File: src/rtl/wbs_pkg.sv
package wbs_pkg;

  typedef enum logic {
    ORD_SEQ   = 1'b0,
    ORD_INTLV = 1'b1
  } burst_order_e;

  localparam int BEATS = 4;

  // Source word index for beat idx of a burst starting at word start.
  function automatic logic [1:0] beat_src(input logic [1:0] start,
                                          input logic [1:0] idx,
                                          input burst_order_e mode);
    if (mode == ORD_INTLV) return start ^ idx;
    else                   return start + idx;
  endfunction

endpackage

File: src/rtl/wbs_cmd_gate.sv
module wbs_cmd_gate #(
  parameter int TCCD = 2
) (
  input  logic clk,
  input  logic rst_n,
  input  logic req_valid,
  output logic req_ready,
  output logic accept
);

  localparam int CW = (TCCD > 1) ? $clog2(TCCD) : 1;
  localparam logic [CW-1:0] HOLD = CW'(TCCD - 1);

  logic [CW-1:0] cnt_q, cnt_d;

  assign req_ready = (cnt_q == '0);
  assign accept    = req_valid && req_ready;

  always_comb begin
    cnt_d = cnt_q;
    if (accept)              cnt_d = HOLD;
    else if (cnt_q != '0)    cnt_d = cnt_q - 1'b1;
  end

  always_ff @(posedge clk or negedge rst_n) begin
    if (!rst_n) cnt_q <= '0;
    else        cnt_q <= cnt_d;
  end

endmodule

File: src/rtl/wbs_beat_order.sv
module wbs_beat_order
  import wbs_pkg::*;
#(
  parameter int DQ_W = 16
) (
  input  logic [BEATS*DQ_W-1:0] data_in,
  input  logic [BEATS-1:0]      mask_in,
  input  logic [1:0]            start,
  input  burst_order_e          mode,
  output logic [BEATS*DQ_W-1:0] data_out,
  output logic [BEATS-1:0]      mask_out
);

  for (genvar g = 0; g < BEATS; g++) begin : g_beat
    localparam logic [1:0] IDX = 2'(g);
    logic [1:0] src;
    assign src = beat_src(start, IDX, mode);
    assign data_out[g*DQ_W +: DQ_W] = data_in[src*DQ_W +: DQ_W];
    assign mask_out[g]              = mask_in[src];
  end

endmodule

File: src/rtl/wbs_data_pipe.sv
module wbs_data_pipe
  import wbs_pkg::*;
#(
  parameter int DQ_W = 16,
  parameter int WL   = 2
) (
  input  logic                  clk,
  input  logic                  rst_n,
  input  logic                  load,
  input  logic [BEATS*DQ_W-1:0] load_data,
  input  logic [BEATS-1:0]      load_mask,
  output logic [DQ_W-1:0]       dq_rise,
  output logic [DQ_W-1:0]       dq_fall,
  output logic                  dm_rise,
  output logic                  dm_fall,
  output logic                  dq_oe,
  output logic                  dqs_en
);

  localparam int LAST = WL + 1;

  // Stage k holds a burst k cycles after its WRITE cycle.
  logic [LAST:0]             vld_q, vld_d;
  logic [BEATS*DQ_W-1:0]     dat_q [0:LAST];
  logic [BEATS-1:0]          msk_q [0:LAST];
  logic                      head, tail;

  assign vld_d = {vld_q[LAST-1:0], load};

  always_ff @(posedge clk or negedge rst_n) begin
    if (!rst_n) vld_q <= '0;
    else        vld_q <= vld_d;
  end

  // Datapath without reset; gated by stage valid bits.
  always_ff @(posedge clk) begin
    if (load) begin
      dat_q[0] <= load_data;
      msk_q[0] <= load_mask;
    end
    for (int k = 1; k <= LAST; k++) begin
      if (vld_q[k-1]) begin
        dat_q[k] <= dat_q[k-1];
        msk_q[k] <= msk_q[k-1];
      end
    end
  end

  assign head = vld_q[WL];
  assign tail = vld_q[LAST];

  always_comb begin
    dq_rise = '0;
    dq_fall = '0;
    dm_rise = 1'b0;
    dm_fall = 1'b0;
    if (head) begin
      dq_rise = dat_q[WL][0*DQ_W +: DQ_W];
      dq_fall = dat_q[WL][1*DQ_W +: DQ_W];
      dm_rise = msk_q[WL][0];
      dm_fall = msk_q[WL][1];
    end else if (tail) begin
      dq_rise = dat_q[LAST][2*DQ_W +: DQ_W];
      dq_fall = dat_q[LAST][3*DQ_W +: DQ_W];
      dm_rise = msk_q[LAST][2];
      dm_fall = msk_q[LAST][3];
    end
  end

  assign dq_oe  = head || tail;
  assign dqs_en = head || tail;

endmodule

File: src/rtl/wr_burst_sched.sv
module wr_burst_sched
  import wbs_pkg::*;
#(
  parameter int BANK_W = 3,
  parameter int COL_W  = 10,
  parameter int DQ_W   = 16,
  parameter int AL     = 0,
  parameter int CL     = 3,
  parameter int TCCD   = 2
) (
  input  logic                  clk,
  input  logic                  rst_n,
  input  logic                  req_valid,
  output logic                  req_ready,
  input  logic [BANK_W-1:0]     req_bank,
  input  logic [COL_W-1:0]      req_col,
  input  logic [4*DQ_W-1:0]     req_data,
  input  logic [3:0]            req_mask,
  input  logic                  req_ilv,
  output logic                  cmd_write,
  output logic [BANK_W-1:0]     cmd_bank,
  output logic [COL_W-1:0]      cmd_col,
  output logic [DQ_W-1:0]       dq_rise,
  output logic [DQ_W-1:0]       dq_fall,
  output logic                  dm_rise,
  output logic                  dm_fall,
  output logic                  dq_oe,
  output logic                  dqs_en
);

  localparam int WL = AL + CL - 1;

  logic                  accept;
  logic [4*DQ_W-1:0]     ord_data;
  logic [3:0]            ord_mask;
  burst_order_e          ord_mode;

  logic                  wr_q, wr_d;
  logic [BANK_W-1:0]     bank_q, bank_d;
  logic [COL_W-1:0]      col_q, col_d;

  assign ord_mode = req_ilv ? ORD_INTLV : ORD_SEQ;

  wbs_cmd_gate #(.TCCD(TCCD)) u_gate (
    .clk       (clk),
    .rst_n     (rst_n),
    .req_valid (req_valid),
    .req_ready (req_ready),
    .accept    (accept)
  );

  wbs_beat_order #(.DQ_W(DQ_W)) u_order (
    .data_in  (req_data),
    .mask_in  (req_mask),
    .start    (req_col[1:0]),
    .mode     (ord_mode),
    .data_out (ord_data),
    .mask_out (ord_mask)
  );

  // Command bus: WRITE on acceptance, NOP with zero address otherwise.
  always_comb begin
    wr_d   = accept;
    bank_d = accept ? req_bank : '0;
    col_d  = accept ? req_col  : '0;
  end

  always_ff @(posedge clk or negedge rst_n) begin
    if (!rst_n) begin
      wr_q   <= 1'b0;
      bank_q <= '0;
      col_q  <= '0;
    end else begin
      wr_q   <= wr_d;
      bank_q <= bank_d;
      col_q  <= col_d;
    end
  end

  assign cmd_write = wr_q;
  assign cmd_bank  = bank_q;
  assign cmd_col   = col_q;

  wbs_data_pipe #(.DQ_W(DQ_W), .WL(WL)) u_pipe (
    .clk       (clk),
    .rst_n     (rst_n),
    .load      (accept),
    .load_data (ord_data),
    .load_mask (ord_mask),
    .dq_rise   (dq_rise),
    .dq_fall   (dq_fall),
    .dm_rise   (dm_rise),
    .dm_fall   (dm_fall),
    .dq_oe     (dq_oe),
    .dqs_en    (dqs_en)
  );

endmodule

File: config.mk
export PLATFORM = sky130hd
export DESIGN_NAME = wr_burst_sched
export DESIGN_NICKNAME = d
export VERILOG_FILES = /design/src/rtl/wbs_pkg.sv /design/src/rtl/wbs_cmd_gate.sv /design/src/rtl/wbs_beat_order.sv /design/src/rtl/wbs_data_pipe.sv /design/src/rtl/wr_burst_sched.sv
export SDC_FILE = /design/constraint.sdc
export NUM_CORES = 1
export LEC_CHECK = 0
export ABC_AREA = 1
export CORE_UTILIZATION = 50
export CTS_CLUSTER_SIZE = 8
export DETAILED_ROUTE_END_ITERATION = 10
export PLACE_DENSITY = 0.73
export SETUP_SLACK_MARGIN = 0.3
export SKIP_CTS_REPAIR_TIMING = 1
export SLEW_MARGIN = 30
export SYNTH_ARGS = -nofsm -noshare
export SYNTH_HDL_FRONTEND = slang
export SYNTH_SLANG_ARGS = --single-unit
export TNS_END_PERCENT = 30
File: constraint.sdc
create_clock -name clk -period 4.9 [get_ports clk]
set_input_delay 0.735 -clock clk [delete_from_list [all_inputs] [get_ports clk]]
set_output_delay 0.735 -clock clk [all_outputs]
set_load 0.01 [all_outputs]
# After elaboration in Yosys (flattened, before gate mapping)
# Memory sizes are Yosys's and may differ from the RTL's.
# Index checks and enable logic that the tools add are counted.
# op_classes
n_addsub	4
n_mul	0
div	0
magnitude_cmp	4
eq_ne	0
shifts	4
muxes	32
bitwise	4
reduce_logical	2
# op_table
cell	n
$shiftx 64x7->16	4
$mux 16	4
$mux 1	19
$lt 2x3->1 const B	4
$mux 10	1
$bmux 1 s2	4
$mux 2	3
$add 2x2->2 const B	2
$mux 3	1
$not 1->1	3
$add 2x1->2 const B	1
$not 2->2	1
$logic_and 1x1->1	1
$logic_or 1x1->1	1
$sub 1x1->1 const B	1
# word_totals
register_bits	19
latchBits	0
ramBits	272
romBits	0
inputBits	85
output_inout_bits	51
memories	2
# mem_list
name	words	width	read_ports	rd_clocked_by_memory_dff	wr	line_no	source
u_pipe.dat_q	4	64	4	0	4	wbs_data_pipe.sv:24	logic [BEATS*DQ_W-1:0] dat_q [0:LAST];
u_pipe.msk_q	4	4	4	0	4	wbs_data_pipe.sv:25	logic [BEATS-1:0] msk_q [0:LAST];

# Logic depth before layout (Yosys ltp)
# Gate-level depths: netlist of the first run.
# logic_depth
depth_word	4
mapped_depth	7
depth_no_buf	6

# By module
# From an unflattened synthesis of the first run, not the netlist that was laid out.
# unflattened
cells_unflattened	815
hier_area_um2	10274.9
# modules_own_cells
mod	n_inst	cells_each	area_each_um2	seq_area_each_um2
wbs_data_pipe	1	358	8022.7	7247.0
wbs_beat_order	1	412	1754.2	0.0
wr_burst_sched	1	41	459.2	350.3
wbs_cmd_gate	1	4	38.8	25.0

# Worst setup path before layout of the first run
# OpenSTA, ideal clock, no wires.
# synth_path
kind	register to register
start	register u_pipe.vld_q[0]
end	memory u_pipe.dat_q[0][0] (netlist bit), enable pin
setup_time_ps	560
arrival_time_ps	3434
required_ps	4340
setup_slack_ps	906
path_stages_with_launch	5
synth_period_minus_slack_ps	3994
path_cell_list	dfrtp_1 -> inv_1 -> nand2_1 -> clkbuf_1 -> inv_1
# synth_rtl
element	line_no	source
start: declaration	wbs_data_pipe.sv:23	logic [LAST:0] vld_q, vld_d;
start signal: assignment	wbs_data_pipe.sv:32	else vld_q <= vld_d;
end: declaration	wbs_data_pipe.sv:24	

# Worst setup path in the final report of the first run
# layout_path
start	register u_pipe.vld_q[2]
end	output dq_rise[7]
# layout_between
elab_chain_len	1
# layout_rtl
element	line_no	source
$mux 16	wbs_data_pipe.sv:57	if (head) begin
end: declaration	wr_burst_sched.sv:23	output logic [DQ_W-1:0] dq_rise,
# No other way between the ends.

==> summary by stage, run 1 <==
Timing
The post-layout minimum cycle time is 3500 ps. The worst pin sits at a relative slew slack of 0.382. The final number of max-transition violations is 0. The hold violation count in the final report is 0.

At the pin with the least slew margin, the transition time is 927 ps. Setup violations remaining at the end of the flow were counted as 0. The final setup TNS is 0 ps.

The post-route worst setup slack is 1400 ps. Setup repair after global routing left no endpoint under its margin. Dividing the final minimum period by the clock period gives 0.714. Between clock sinks in the finished design, the worst skew comes to 18.9 ps. Derived from the worst setup path, the maximum achievable clock frequency is 286 MHz.

Floorplanning
The die area is 0.0205 mm^2. The area of the core is 0.0195 mm^2. The vertical die dimension is 143 um.

The number of core rows is 51. The number of top-level pins is 136. The width of the die is 143 um. The initial utilization of the core area, before any placement, comes to 0.511.

Setup path
The standard cell with the maximum stage delay on the critical path is sky130_fd_sc_hd__dfrtp_2. The highest net fanout along the worst path is 37. Counting stages on the worst path, the most repeated cell is sky130_fd_sc_hd__nand2_1. The worst path buffer plus inverter count is 2.

The endpoint required time on the critical path is 4160 ps. The critical path start-end classification is reg -> out. The signal arrival time at the worst endpoint is 2760 ps. In this run the number of cells on the critical path is 4. The type of element capturing the critical path is an output port.

The critical path launch point type is a flip-flop. Grouping stages by cell kind, the critical path spends the most delay in buffers and inverters. The signal on the critical path passes through buf_4, nand2_1, nand2_1, clkdlybuf4s50_1. Counting cells, the worst reg-to-reg path comes to 4. The highest cell delay on the worst timing path is 830 ps.

Logic synthesis
The area of the mapped netlist is 0.00994 mm^2. The synthesized area divided by synthesized cell count is 12.3 um^2. Ranked by total cell area, the synthesized netlist is headed by sky130_fd_sc_hd__edfxtp_1 (72%), sky130_fd_sc_hd__nand2_1 (13%), sky130_fd_sc_hd__dfrtp_1 (4.3%), sky130_fd_sc_hd__nand3_1 (3.4%), sky130_fd_sc_hd__o21ai_0 (1.4%). The number of nets in the synthesized netlist is 896. Synthesis instantiated 20 different standard cells from the library. The count of yosys warnings during synthesis is 0.

The cell taking the most area after synthesis is sky130_fd_sc_hd__edfxtp_1. The most numerous cell in the Yosys netlist is sky130_fd_sc_hd__nand2_1. The sequential cell area fraction in the yosys report is 0.761. Ranked by instance count, the synthesized netlist is headed by sky130_fd_sc_hd__nand2_1 (341), sky130_fd_sc_hd__edfxtp_1 (238), sky130_fd_sc_hd__nand3_1 (68). Counting flops and latches in the post-synthesis netlist gives 255.

The most used flip-flop cell after synthesis is sky130_fd_sc_hd__edfxtp_1. The synthesized design contains 238 enable-type register cells. The number of instances in the synthesized netlist is 811. The portion of synthesized cell area occupied by the leading cell type is 0.719. For this run, asynchronously set or reset flops after synthesis account for 0.0667.

Clock tree
The clock transition at the registers of the reported paths is 50 ps. Buffers inserted during clock tree synthesis total 37. The tree is rooted in a sky130_fd_sc_hd__clkbuf_16. The clock tree synthesis step divided the H-tree into 2 levels. The TritonCTS clock tree is done. The clock passes through at most 3 buffers. The tree built by TritonCTS fans out to 255 sinks. The worst-skew pair later-pin latency is 500 ps.

Power
The combinational share of power is 0.082. The power density over the cells is 425 mW/mm^2. The net switching power is 0.00112 W. The post-layout total power is 0.00529 W. The internal power summed over all cells is 0.00417 W.

The proportion of power drawn by the clock network is 0.424. The sequential power share is 0.494. Of the total power, the share spent switching nets is 0.212.

IR analysis of the VDD net gives a maximum drop of 285 uV. The static leakage is 4.97 nW.

Route
After detailed routing, the number of remaining DRC violations is 0. The per-cell routed wire length is 16.6 um. The final antenna-violating net count is 0.

Dividing the detail-routed via count by the number of cells gives 5.08. After the first detailed-routing iteration, the DRC count stood at 466. The via count is 6249. Before antenna repair, the detailed router went through 6 iterations. The routed wire length is 20.4 mm.

GRT
The most crowded layer after global routing is met2. For met2 alone, demand over resource in global routing was 0.360. Entering global routing, the biggest net connects 70 pins. The number of antenna violations at the first check in global routing is 0.

The first global-routing pass estimated 32.3 mm of wire. For met1 alone, demand over resource in global routing was 0.264. For this run, global-route usage on met3 was measured as 0.0560.

The via count of the first global-routing pass was 6195. The global router's overall resource usage is 0.214. The overflow left after global routing is 0.

Min path
The depth of the worst hold-timing path is 0. In this run the worst hold path is classified as reg -> reg.

Cells and area
The count of antenna diodes in the layout is 0. The area growth from synthesis to layout is 25.3%. The net count of the finished layout is 1034.

The post-route cell area is 0.0125 mm^2. The share of cells above drive strength 1 is 0.0622.

Status
The flow ran to the end, and the final reports show no timing, DRC or antenna violations.

Place
At the end of routability-driven placement, the weighted congestion stood at 0.812. The number of port buffers is 135. Prior to clock tree synthesis, the placed netlist has a worst setup slack of 1760 ps. In this run the cell area measured after placement is 0.0114 mm^2.

The estimated wirelength of the detail-placed design is 12.8 mm.

Job
The count of max-cap constraint violations is 0.
==> logic make-up (layout without fill, tap and decap cells) <==
group           after synthesis  in the layout  synth area share
compound gates               51             51            0.0257
buf+inv                      78            231            0.0398
flops                       255            255             0.761
simple gates                427            427             0.173
==> worst reg2reg max path, cell delays in order, from the launching register on <==
cell                      delay [ps]
sky130_fd_sc_hd__dfrtp_2         400
sky130_fd_sc_hd__inv_1            70
sky130_fd_sc_hd__nand2_1         280
sky130_fd_sc_hd__inv_2           120
sky130_fd_sc_hd__buf_4           710
==> final cells by class <==
cell class	count	area, um^2
inverters	34	133
repair buffers	143	1410
clock inverters	1	8.76
multi-input cells	478	1980
clock buffers	53	1030
fillers	1453	7000
flip-flops and latches	255	7580
well taps	265	332
==> registers in the layout (all words and copies together) (netlist names) <==
name	flops
cmd_bank	3
cmd_col	10
u_pipe.dat_q	224
u_pipe.msk_q	14
u_pipe.vld_q	4
==> cells in the final DEF (no fill, tap or decap) <==
cell type,count
sky130_fd_sc_hd__o21ai_1,24
sky130_fd_sc_hd__clkinv_1,1
sky130_fd_sc_hd__dfrtp_2,3
sky130_fd_sc_hd__edfxtp_1,238
sky130_fd_sc_hd__nand2_1,341
sky130_fd_sc_hd__o21ai_0,27
sky130_fd_sc_hd__nand3_4,1
sky130_fd_sc_hd__clkbuf_1,14
sky130_fd_sc_hd__inv_1,30
sky130_fd_sc_hd__nor2_1,13
sky130_fd_sc_hd__dfrtp_1,14
sky130_fd_sc_hd__clkbuf_16,39
sky130_fd_sc_hd__inv_2,1
sky130_fd_sc_hd__buf_4,8
sky130_fd_sc_hd__buf_2,1
sky130_fd_sc_hd__or2_2,1
sky130_fd_sc_hd__clkdlybuf4s50_1,134
sky130_fd_sc_hd__nand2_4,2
sky130_fd_sc_hd__nand3_1,68
sky130_fd_sc_hd__inv_6,1
sky130_fd_sc_hd__nand2_2,1
sky130_fd_sc_hd__inv_4,2
==> final timing paths <==
kind / from / to / slack (ps)
worst max-delay path: u_pipe.vld_q[2] / dq_rise[7] / 1400
worst max register to register: u_pipe.vld_q[0] / u_pipe.dat_q[0][10] / 2880
max in group asynchronous: rst_n / u_pipe.vld_q[1] / 3660
worst min register to register: u_pipe.dat_q[0][11] / u_pipe.dat_q[1][11] / 410
worst min-delay path: u_pipe.dat_q[0][11] / u_pipe.dat_q[1][11] / 410
min in group asynchronous: rst_n / cmd_col[8] / 690
==> power groups by stage <==
| stage | clock network [W] | registers, W | logic, W |
|---|---|---|---|
| 6_report | 0.00225 | 0.00261 | 0.000435 |
| 5_1_grt | 0.00238 | 0.00262 | 0.000483 |
| 4_1_cts | 0.00228 | 0.00261 | 0.000440 |
| 3_5_place_dp | 0 | 0.00265 | 0.000438 |
| 3_3_place_gp | 0 | 0.00264 | 0.000427 |
| 2_1_floorplan | 0 | 0.00266 | 0.000208 |
==> through the flow <==
step           hold WS [ps]   util  instances
5_1_grt                 412  0.640       1229
4_1_cts                 409  0.640       1229
3_5_place_dp            405  0.587       1175
3_3_place_gp            400  0.587       1175
2_1_floorplan           400      -        811
6_report                407  0.640       1229
==> routing by layer <==
metal,share of wire,vias to the layer above
met5,0,-
met4,0.028,0
met3,0.074,35
met2,0.49,242
met1,0.40,2946
li1,-,3026
No activity file was read; power rests on OpenSTA's default activity.
==> inputs of run 2 (changes only) <==
- CORE_UTILIZATION: 50 -> 49
- PLACE_DENSITY: 0.73 -> 0.74
- clock period: 4.9 -> 3.2 ns (I/O delays scaled with it)
==> summary by stage, run 2 (synthesis results as in run 1) <==
Status
The run finished with clean final reports.

Min path
In this run the most critical hold path is launched from u_pipe.dat_q[1][50]. The path class of the tightest hold or removal check is reg -> reg.

Timing
The measured slew at the worst slew-check pin is 941 ps (+14.3 ps). The final-layout worst hold slack is 397 ps (-9.86 ps). The final number of max-transition violations is 0 (unchanged). Static timing analysis puts the maximum clock frequency at 359 MHz. In the finished design, the share of the clock period the worst path needs comes to 0.869.

The final setup TNS is 0 ps (unchanged). The hold violation count in the final report is 0 (unchanged). Setup repair after global routing could not meet its margin everywhere. The worst-case headroom to the max-slew limit is 0.373 (-0.00954). The setup-violating endpoint count in the final report is 0 (unchanged).

The setup skew after layout is 21.0 ps (+2.12 ps). The smallest clock period supported by the final layout is computed as 2780 ps.

Cells and area
Leaving out fill and tap cells, the most frequent cell in the layout is sky130_fd_sc_hd__nand2_1. In the layout the commonest cells are sky130_fd_sc_hd__nand2_1 (341), sky130_fd_sc_hd__edfxtp_1 (238), sky130_fd_sc_hd__clkdlybuf4s50_1 (133), sky130_fd_sc_hd__nand3_1 (68), sky130_fd_sc_hd__clkbuf_16 (39). The multi-input combinational cell area was 0.00198 mm^2 (unchanged). The flip-flop count of the largest register after layout is 224 (unchanged).

The area taken by flip-flops and latches came to 0.00758 mm^2 (about the same). The number of fill cells is 1510 (+3.9%). The share of cells above drive strength 1 is 0.0671 (+0.00491). The post-synthesis to final-layout area growth is 26.1%.

The net count of the finished layout is 1038 (+0.39%). The register with the highest flop count is u_pipe.dat_q.

GRT
The pin count of the biggest net entering global routing is 71 (+1.4%). The global router's overall resource usage is 0.207 (-0.00671). The first-pass GRT wire length was 31.5 mm (-2.4%). The number of antenna violations at the first check in global routing is 2 (+2). The via count of the first global-routing pass was 5966 (-3.7%). The overflow left after global routing is 0 (unchanged).

Power
The switching power share of the total is 0.214 (+0.00228). The maximum resistive drop on vdd is 420 uV (+47%). The internal power summed over all cells is 0.00640 W (+53%). The proportion of power drawn by the clock network is 0.425 (about the same). The static leakage was 5.00 nW (+0.51%). The combinational share of power is 0.084 (+0.002).

The power density over the cells came to 649 mW/mm^2 (+53%). The net switching power is 0.00174 W (+55%). The sequential power share is 0.491 (-0.003).

Setup path
The worst path buffer plus inverter count was 2 (unchanged). The path length in cells of the critical path is 2 (-2). Walking the worst path, the cells encountered are buf_4, clkdlybuf4s50_1. The timing endpoint of the critical path is cmd_write. The reg-to-reg critical path endpoint is u_pipe.dat_q[0][20]. The critical path is of the reg -> out type. The signal arrival time at the worst endpoint is 2300 ps (-460 ps). The logic depth of the worst register-to-register path is 4 (unchanged). The slack of the worst reg-to-reg path came to 970 ps (-1910 ps). The type of element capturing the critical path is an output port.

Among all stages on the critical path, the largest delay is contributed by sky130_fd_sc_hd__buf_4. The highest cell delay on the worst timing path was 710 ps (-120 ps). The highest net fanout along the worst path came to 70 (+89%). The critical path launch point type is a flip-flop. The startpoint of the worst setup timing path is u_pipe.vld_q[0].

Broken down by cell family, the worst path's largest delay share belongs to buffers and inverters. The endpoint required time on the critical path is 2720 ps (-1440 ps). The beginning of the worst register-to-register path is u_pipe.vld_q[0].

Clock tree
The number of buffers created by CTS came to 37 (unchanged). The deepest level of the CTS H-tree is 2 (unchanged). The clock transition at the registers of the reported paths was 50 ps (about the same).

TritonCTS built the clock tree. The number of buffers between clock root and the deepest sink is 3 (unchanged). The clock sink count was 255 (unchanged). The master cell of the clock root buffer is sky130_fd_sc_hd__clkbuf_16. The worst-skew pair later-pin latency is 500 ps (about the same).

Place
The estimated wirelength of the detail-placed design came to 13.5 mm (+5.4%). The final RePlAce weighted congestion is 0.856 (+5.4%). The number of port buffers was 135 (unchanged).

Floorplanning
The number of top-level pins is 136 (unchanged). The die area is 0.0209 mm^2 (+2.0%). The width of the die is 144 um (+1.0%). The initial standard-cell utilization of the core was 0.506 (-0.00498).

The vertical die dimension is 144 um (+1.0%). The number of core rows is 51 (unchanged). The area of the core is 0.0197 mm^2 (+0.98%).

Route
The violation count after the first detailed-routing iteration is 513 (+10%). The final antenna-violating net count was 0 (unchanged). The per-cell routed wire length is 17.0 um (+2.5%). The via count is 6333 (+1.3%). The length of the first detailed-routing pass in iterations is 7 (+1). The routed wire length is 21.0 mm (+3.0%). The DRC violation count after routing came to 0 (unchanged).

The number of vias per cell after detailed routing is 5.13 (+0.85%).

Job
The count of max-cap constraint violations is 0 (unchanged).
## run 2: cell count changes in the layout (fill, tap and decap cells not counted)
cell                              change
sky130_fd_sc_hd__buf_12               +3
sky130_fd_sc_hd__clkinvlp_4           +2
sky130_fd_sc_hd__diode_2              +2
sky130_fd_sc_hd__buf_2                +1
sky130_fd_sc_hd__buf_4                -1
sky130_fd_sc_hd__buf_6                +1
sky130_fd_sc_hd__clkdlybuf4s50_1      -1
sky130_fd_sc_hd__clkinv_1             -1
sky130_fd_sc_hd__dfrtp_2              -1
sky130_fd_sc_hd__dfrtp_4              +1
sky130_fd_sc_hd__dlygate4sd3_1        +1
sky130_fd_sc_hd__inv_2                -1
## run 2: final cells by class
| class | count | area share |
|---|---|---|
| antenna | 2 | 0.000399 |
| clock buffer | 53 | 0.0820 |
| clock inverter | 1 | 0.000698 |
| inverter | 34 | 0.0112 |
| multi-input combinational | 478 | 0.158 |
| sequential | 255 | 0.604 |
| tap | 265 | 0.0264 |
| timing repair buffer | 147 | 0.118 |
## run 2: layer usage
metal	vias up	part of all wire	track usage
li1	3033	-	-
met2	293	0.49	0.346
met4	0	0.029	0.0931
met3	36	0.080	0.0457
met1	2971	0.40	0.258
met5	-	0	0
## run 2: power groups by stage
stage               Sequential (W)  Combinational [W]  Clock [W]
global route               0.00401           0.000752    0.00366
detailed placement         0.00406           0.000688          0
finish                     0.00400           0.000685    0.00346
global placement           0.00405           0.000671          0
CTS                        0.00400           0.000693    0.00352
floorplan                  0.00407           0.000320          0
## run 2: how the worst min path moves through the flow
stage	slack, ps	endpoint	depth (start not counted)
after floorplan	180	cmd_bank[0]	0
after global placement	400	u_pipe.dat_q[3][38]	0
after detailed placement	400	u_pipe.dat_q[1][1]	0
after CTS	400	u_pipe.dat_q[2][50]	0
after global routing	410	u_pipe.dat_q[2][18]	0
final	400	u_pipe.dat_q[2][50]	0
## run 2: stage by stage
| step | cell area, um^2 | utilization | std cells | worst slack (ps) | total power (W) |
|---|---|---|---|---|---|
| floorplan | 9950 | - | 811 | 325 | 0.00439 |
| global placement | 11500 | 0.585 | 1178 | 576 | 0.00472 |
| detailed placement | 11500 | 0.585 | 1178 | 530 | 0.00475 |
| CTS | 12500 | 0.637 | 1232 | 285 | 0.00821 |
| global route | 12500 | 0.638 | 1233 | 289 | 0.00843 |
| finish | 12500 | 0.638 | 1235 | 418 | 0.00814 |
